$ cat src/rtl/romseq_pkg.sv
package romseq_pkg;

    localparam int OP_W     = 4;
    localparam int DST_W    = 4;
    localparam int IMM_W    = 32;
    localparam int PROG_LEN = 16;
    localparam int PC_W     = $clog2(PROG_LEN);
    localparam int NUM_GPR  = 8;
    localparam int NUM_KEY  = 4;
    localparam int KEY_BASE = NUM_GPR;

    localparam logic [OP_W-1:0] OPC_LDC  = OP_W'(0);
    localparam logic [OP_W-1:0] OPC_LDM  = OP_W'(1);
    localparam logic [OP_W-1:0] OPC_HALT = {OP_W{1'b1}};

    typedef enum logic [2:0] {
        ST_IDLE,
        ST_FETCH,
        ST_DECODE,
        ST_EXEC,
        ST_WB,
        ST_HALT
    } seq_state_e;

    typedef struct packed {
        logic [OP_W-1:0]  op;
        logic [DST_W-1:0] dst;
        logic [IMM_W-1:0] imm;
    } instr_t;

    typedef struct packed {
        logic             en;
        logic [DST_W-1:0] dst;
        logic [IMM_W-1:0] data;
    } wb_t;

    function automatic instr_t mk(input int op, input int dst, input logic [31:0] imm);
        instr_t r;
        r.op  = OP_W'(op);
        r.dst = DST_W'(dst);
        r.imm = IMM_W'(imm);
        return r;
    endfunction

    // Fixed load program; unlisted indices halt.
    function automatic instr_t prog_instr(input int idx);
        case (idx)
            0:       return mk(0, 0,  32'h1234_5678);
            1:       return mk(1, 5,  32'd0);
            2:       return mk(1, 6,  32'd1);
            3:       return mk(1, 8,  32'd2);
            4:       return mk(1, 9,  32'd3);
            5:       return mk(1, 10, 32'd4);
            6:       return mk(1, 11, 32'd5);
            7:       return mk(0, 13, 32'hDEAD_BEEF);
            8:       return mk(1, 7,  32'd6);
            9:       return mk(0, 0,  32'hFFFF_FFFF);
            10:      return mk(2, 3,  32'h55AA_55AA);
            11:      return mk(0, 1,  32'h0BAD_F00D);
            default: return mk(15, 0, 32'd0);
        endcase
    endfunction

    // Field 0: opcode, 1: destination, 2: operand.
    function automatic logic [31:0] prog_field(input int field, input int idx);
        instr_t w;
        w = prog_instr(idx);
        case (field)
            0:       return 32'(w.op);
            1:       return 32'(w.dst);
            default: return 32'(w.imm);
        endcase
    endfunction

endpackage

$ cat src/rtl/romseq_prog_rom.sv
module romseq_prog_rom #(
    parameter int FIELD = 0,
    parameter int W     = 4,
    parameter int AW    = romseq_pkg::PC_W
) (
    input  logic          clk,
    input  logic          rst,
    input  logic          rd_en,
    input  logic [AW-1:0] addr,
    output logic [W-1:0]  q
);
    localparam int DEPTH = 1 << AW;

    logic [W-1:0] table_w [DEPTH];

    generate
        for (genvar i = 0; i < DEPTH; i++) begin : g_word
            assign table_w[i] = W'(romseq_pkg::prog_field(FIELD, i));
        end
    endgenerate

    always_ff @(posedge clk) begin
        if (rst)        q <= '0;
        else if (rd_en) q <= table_w[addr];
    end
endmodule

$ cat src/rtl/romseq_ctrl.sv
module romseq_ctrl
    import romseq_pkg::*;
(
    input  logic              clk,
    input  logic              rst,
    input  logic              start_i,
    input  logic [OP_W-1:0]   op,
    output seq_state_e        state,
    output logic [PC_W-1:0]   pc,
    output logic              done
);
    always_ff @(posedge clk) begin
        if (rst) begin
            state <= ST_IDLE;
            pc    <= '0;
            done  <= 1'b0;
        end else begin
            case (state)
                ST_IDLE: begin
                    if (start_i) begin
                        state <= ST_FETCH;
                        pc    <= '0;
                    end
                end
                ST_FETCH:  state <= ST_DECODE;
                ST_DECODE: begin
                    if (op == OPC_HALT) begin
                        state <= ST_HALT;
                        done  <= 1'b1;
                    end else begin
                        state <= ST_EXEC;
                    end
                end
                ST_EXEC:   state <= ST_WB;
                ST_WB: begin
                    pc    <= pc + 1'b1;
                    state <= ST_FETCH;
                end
                ST_HALT: begin
                    if (start_i) begin
                        state <= ST_FETCH;
                        pc    <= '0;
                        done  <= 1'b0;
                    end
                end
                default: state <= ST_IDLE;
            endcase
        end
    end

    // counter only moves at the end of writeback
    p_pc_hold_r2: assert property (@(posedge clk) disable iff (rst)
        (state == ST_FETCH || state == ST_DECODE || state == ST_EXEC) |=> $stable(pc));

    // phases run in fixed order
    p_phase_order_r2: assert property (@(posedge clk) disable iff (rst)
        (state == ST_EXEC) |=> (state == ST_WB));

    // done holds until a start
    p_done_sticky_r7: assert property (@(posedge clk) disable iff (rst)
        (done && !start_i) |=> done);

    // start during a run does not reset the counter
    p_start_ignored_r8: assert property (@(posedge clk) disable iff (rst)
        (start_i && state == ST_EXEC) |=> (state == ST_WB));
endmodule

$ cat src/rtl/romseq_regbank.sv
module romseq_regbank
    import romseq_pkg::*;
(
    input  logic                        clk,
    input  logic                        rst,
    input  logic                        we,
    input  logic [DST_W-1:0]            dst,
    input  logic [IMM_W-1:0]            data,
    output logic [NUM_GPR*IMM_W-1:0]    gpr_flat,
    output logic [NUM_KEY*IMM_W-1:0]    key_flat
);
    generate
        for (genvar i = 0; i < NUM_GPR; i++) begin : g_gpr
            always_ff @(posedge clk) begin
                if (rst)
                    gpr_flat[i*IMM_W +: IMM_W] <= '0;
                else if (we && dst == DST_W'(i))
                    gpr_flat[i*IMM_W +: IMM_W] <= data;
            end
        end
        for (genvar j = 0; j < NUM_KEY; j++) begin : g_key
            always_ff @(posedge clk) begin
                if (rst)
                    key_flat[j*IMM_W +: IMM_W] <= '0;
                else if (we && dst == DST_W'(KEY_BASE + j))
                    key_flat[j*IMM_W +: IMM_W] <= data;
            end
        end
    endgenerate

    // destinations above the key range leave both banks untouched
    p_ignore_dst_r5: assert property (@(posedge clk) disable iff (rst)
        (we && dst >= DST_W'(KEY_BASE + NUM_KEY)) |=> ($stable(gpr_flat) && $stable(key_flat)));

    // no register changes without a write strobe
    p_hold_r5: assert property (@(posedge clk) disable iff (rst)
        !we |=> ($stable(gpr_flat) && $stable(key_flat)));
endmodule

$ cat src/rtl/romseq_core.sv
module romseq_core
    import romseq_pkg::*;
#(
    parameter int MEM_AW = 4
) (
    input  logic                      clk,
    input  logic                      rst,
    input  logic                      start_i,
    output logic                      mem_rd_o,
    output logic [MEM_AW-1:0]         mem_addr_o,
    input  logic [IMM_W-1:0]          mem_data_i,
    output logic                      done_o,
    output logic [NUM_GPR*IMM_W-1:0]  gpr_o,
    output logic [NUM_KEY*IMM_W-1:0]  key_o
);
    seq_state_e        state;
    logic [PC_W-1:0]   pc;
    instr_t            ir;
    wb_t               wb_q;
    logic              fetch_en;
    logic              we;

    assign fetch_en = (state == ST_FETCH);

    romseq_prog_rom #(.FIELD(0), .W(OP_W)) u_rom_op (
        .clk(clk), .rst(rst), .rd_en(fetch_en), .addr(pc), .q(ir.op));
    romseq_prog_rom #(.FIELD(1), .W(DST_W)) u_rom_a (
        .clk(clk), .rst(rst), .rd_en(fetch_en), .addr(pc), .q(ir.dst));
    romseq_prog_rom #(.FIELD(2), .W(IMM_W)) u_rom_b (
        .clk(clk), .rst(rst), .rd_en(fetch_en), .addr(pc), .q(ir.imm));

    romseq_ctrl u_ctrl (
        .clk(clk), .rst(rst), .start_i(start_i), .op(ir.op),
        .state(state), .pc(pc), .done(done_o));

    // Decode issues the memory read; data arrives during execute.
    assign mem_rd_o   = (state == ST_DECODE) && (ir.op == OPC_LDM);
    assign mem_addr_o = ir.imm[MEM_AW-1:0];

    always_ff @(posedge clk) begin
        if (rst) begin
            wb_q <= '0;
        end else if (state == ST_EXEC) begin
            wb_q.en   <= (ir.op == OPC_LDC) || (ir.op == OPC_LDM);
            wb_q.dst  <= ir.dst;
            wb_q.data <= (ir.op == OPC_LDM) ? mem_data_i : ir.imm;
        end
    end

    assign we = (state == ST_WB) && wb_q.en;

    romseq_regbank u_regs (
        .clk(clk), .rst(rst), .we(we), .dst(wb_q.dst), .data(wb_q.data),
        .gpr_flat(gpr_o), .key_flat(key_o));

    // read strobe lasts one cycle and is followed by execute
    p_rd_single_r4: assert property (@(posedge clk) disable iff (rst)
        mem_rd_o |=> (!mem_rd_o && state == ST_EXEC));

    // writeback strobe lasts one cycle
    p_we_single_r3: assert property (@(posedge clk) disable iff (rst)
        we |=> !we);

    // halted core issues no memory read
    p_halt_quiet_r7: assert property (@(posedge clk) disable iff (rst)
        done_o |-> !mem_rd_o);

    // unknown opcode never leads to a write
    p_unknown_nowrite_r6: assert property (@(posedge clk) disable iff (rst)
        (state == ST_EXEC && ir.op != OPC_LDC && ir.op != OPC_LDM) |=> !we);
endmodule

$ cat config.mk
export PLATFORM = sky130hd
export DESIGN_NAME = romseq_core
export DESIGN_NICKNAME = d
export VERILOG_FILES = /design/src/rtl/romseq_pkg.sv /design/src/rtl/romseq_prog_rom.sv /design/src/rtl/romseq_ctrl.sv /design/src/rtl/romseq_regbank.sv /design/src/rtl/romseq_core.sv
export SDC_FILE = /design/constraint.sdc
export NUM_CORES = 1
export LEC_CHECK = 0
export CORE_UTILIZATION = 25
export DETAILED_ROUTE_END_ITERATION = 6
export GPL_TIMING_DRIVEN = 1
export SLEW_MARGIN = 25
export SYNTH_ARGS = -nofsm -noshare
export SYNTH_HDL_FRONTEND = slang
export SYNTH_HIERARCHICAL = 1
export SYNTH_SLANG_ARGS = --single-unit
$ cat constraint.sdc
create_clock -name clk -period 2.42 [get_ports clk]
set_clock_uncertainty 0.15 [all_clocks]
set_input_delay 0.242 -clock clk [delete_from_list [all_inputs] [get_ports clk]]
set_output_delay 0.242 -clock clk [all_outputs]
set_load 0.02 [all_outputs]
==> summary.md <==
| Metric | Value |
|---|---|
| Sequential Area | `0.00905 sq mm` |
| Root Driver | `clkbuf_16` |
| Final setup viols | `0` |
| Ranking of synthesized cells by area | `dfxtp_1, mux2i_1, nand2b_1` |
| DRT Pass-1 Iters | `5` |
| Fill cells | `7129` |
| Synth top cells by count | `dfxtp_1, nand2b_1, mux2i_1, nand2_1, buf_2` |
| Fraction of registers with async set/reset | `0%` |
| Number of flops mapped to enable cells by yosys | `0` |
| Max VDD drop | `0.475 mV` |
| First-pass GRT wire length | `86700 um` |
| Worst hold path depth | `3` |
| Critical Path RT | `2.03 ns` |
| Max-Slew Margin vs Limit | `44.2%` |
| Cells after Synth | `1733` |
| Number of antenna violations at the first check in global routing | `3` |
| Power Dens Cells | `633 mW/mm^2` |
| Via/cell ratio | `4.32` |
| Yosys cell types | `53` |
| Synth Register Bits | `452` |
| IO Port Bufs | `424` |
| Vias | `13500` |
| Top_reg_cell synth | `dfxtp_1` |
| Initial Utilization | `25.4%` |
| Max-cap violations | `0` |
| Status | `complete, but fails checks` |
| Final Slew Violations | `0` |
| Die X | `272 um` |
| Die area | `0.0739 sq mm` |
| Syn Nets | `1778` |
| Final critical-path required period | `2.28 ns` |
| Final HPWL DP | `40200 um` |
| Largest net degree at the start of global routing | `179` |
| # DRC | `0` |
| RSZ-0062 raised after global routing | `no` |
| GPL Wtd Cong | `0.754` |
| Sequential share of the synthesized area | `49.7%` |
| Clock sink total | `452` |
| Iter 0 DRT Violations | `661` |
| Yosys top cell by area | `dfxtp_1` |
| Area used by multi-input combinational logic | `0.00835 sq mm` |
| Final nets | `2161` |
| Worst-Margin Slew | `0.836 ns` |
| Hold WS | `0.0916 ns` |
| Yosys warning count | `6` |
| P&R area growth vs syn | `38.8%` |
| Fin Setup TNS | `0 ns` |
| Final cell count without fillers | `3115` |
| Syn Std Cell Area | `0.0182 sq mm` |
| Core Area | `0.0717 sq mm` |
| Top-count cell post-synth | `dfxtp_1` |
| Critical path peak fanout | `2` |
| Global-route usage over all layers | `15.4%` |
| Synthesized area per cell | `10.5 sq um` |
| Worst-Skew Late Latency | `0.58 ns` |
| Final Hold Viols | `0` |
| Die H | `272 um` |
| R2R cell count | `5` |
| Arr. time, crit path | `1.89 ns` |
| Worst-case clock buffer depth | `3` |
| Failing checks | `antenna rules` |
| Inserted Clock Buffers | `52` |
| Congestion Overflow GR | `0` |
| Critical path capture point type | `output pin` |
| DR WL/cell | `19.0 um` |
| DRT antenna net count | `1` |
| Worst hold path type | `in -> reg` |
| Final Util | `35.2%` |
| Area fraction of the dominant cell type after synthesis | `49.7%` |
| Clk slew on worst S/H paths | `0.06 ns` |
| Leakage power | `10.8 nW` |
| CTS tree | `done` |
| Final period util | `94.1%` |
| Share of layout cells above drive strength 1 | `8.38%` |
| Inst Count DP | `3011` |
| Number of global-route vias before repair | `13600` |
| Rows | `98` |
| Critical path type | `reg -> out` |
| Top-Level Pins | `425` |
| Htree depth | `2` |
| Setup Buffers After CTS | `0` |
| CP Launch Type | `flop` |
| Routed WL | `59100 um` |
| Max Clk Rate | `439 MHz` |
-- worst max-delay path: stages (launching register included) --
cell	delay (ns)
dfxtp_1	0.31
or4b_4	0.56
nor4b_4	0.25
buf_4	0.20
-- repair_timing --
item / in CTS / in global routing
pin swaps: 0 / 0
resized for setup: 6 / 1
endpoints found under the setup margin: 1 / 1
hold buffers: 1 / 0
hold endpoints to repair: 23 / 0
-- placed cells by master, fill, tap and decap left out, drive strengths merged, types with 3 or more instances in the layout --
| master | synthesis | routed |
|---|---|---|
| o21ai | 7 | 7 |
| diode | 0 | 6 |
| a311oi | 41 | 41 |
| a211oi | 6 | 6 |
| and3b | 3 | 3 |
| mux2 | 3 | 3 |
| nor2 | 54 | 54 |
| clkdlybuf4s50 | 0 | 422 |
| mux2i | 385 | 385 |
| bufinv | 0 | 4 |
| nand2 | 96 | 96 |
| nor3b | 5 | 5 |
| buf | 103 | 71 |
| ha | 10 | 10 |
| a21oi | 18 | 18 |
| dfxtp | 452 | 452 |
| inv | 10 | 12 |
| nor2b | 9 | 9 |
| clkbuf | 62 | 78 |
| nand3 | 8 | 8 |
| a31oi | 3 | 3 |
| clkinv | 0 | 11 |
| nand2b | 426 | 426 |
-- path summary, 6_finish.rpt --
kind                        start             to  slack [ns]
setup / recovery    u_rom_op/q[1]       mem_rd_o        0.14
hold reg to reg          wb_q[36]       wb_q[36]        0.30
hold / removal      mem_data_i[3]        wb_q[3]        0.09
setup reg to reg  u_ctrl/state[0]  u_rom_b/q[27]        0.35
-- per-layer routing --
layer,track usage (%),wire length (um)
met3,3.65,3250
met5,0,25
met4,4.70,1620
met1,19.9,27000
met2,25.3,27200
-- sequential cells by signal (all words and copies together) (netlist names) --
register and count:
u_ctrl/pc 4, wb_q 37, u_regs/gpr_flat 256, u_ctrl/done 1
u_rom_op/q 3, u_rom_b/q 16, u_ctrl/state 3, u_rom_a/q 4
u_regs/key_flat 128
-- metrics by stage --
| step | power [mW] | instance area [sq um] | worst slack (ns) |
|---|---|---|---|
| final | 16.0 | 25300 | 0.142 |
| after global routing | 16.6 | 25300 | 0.0344 |
| after CTS | 16.3 | 25300 | 0.0135 |
| after detailed placement | 8.27 | 23500 | 0.170 |
| after global placement | 8.26 | 23500 | 0.156 |
| after floorplan | 8.08 | 18200 | 0.293 |
-- cell families after synthesis --
| logic type | Yosys count | synth area share, % |
|---|---|---|
| adders and majority gates | 10 | 0.687 |
| and+or+nand+nor | 619 | 19.7 |
| xor gates and xnor gates | 2 | 0.0962 |
| AOI/OAI and AO/OA | 87 | 3.77 |
| muxes | 388 | 21.3 |
| buffers and inverters | 175 | 4.73 |
| DFF | 452 | 49.7 |
-- layout make-up --
cell class | instances | share of cell area [%]
timing repair buffer | 494 | 19.5
sequential | 452 | 35.8
tap | 950 | 4.70
antenna | 6 | 0.0594
inverter | 10 | 0.148
multi-input combinational | 1106 | 33.0
clock inverter | 19 | 0.881
clock buffer | 78 | 5.89
-- where the power goes --
group / switching [mW] / internal [mW]
combinational: 0.307 / 0.270
sequential: 0.0424 / 7.49
clock: 3.21 / 4.68
total: 3.56 / 12.4
No activity file was read; power rests on OpenSTA's default activity.
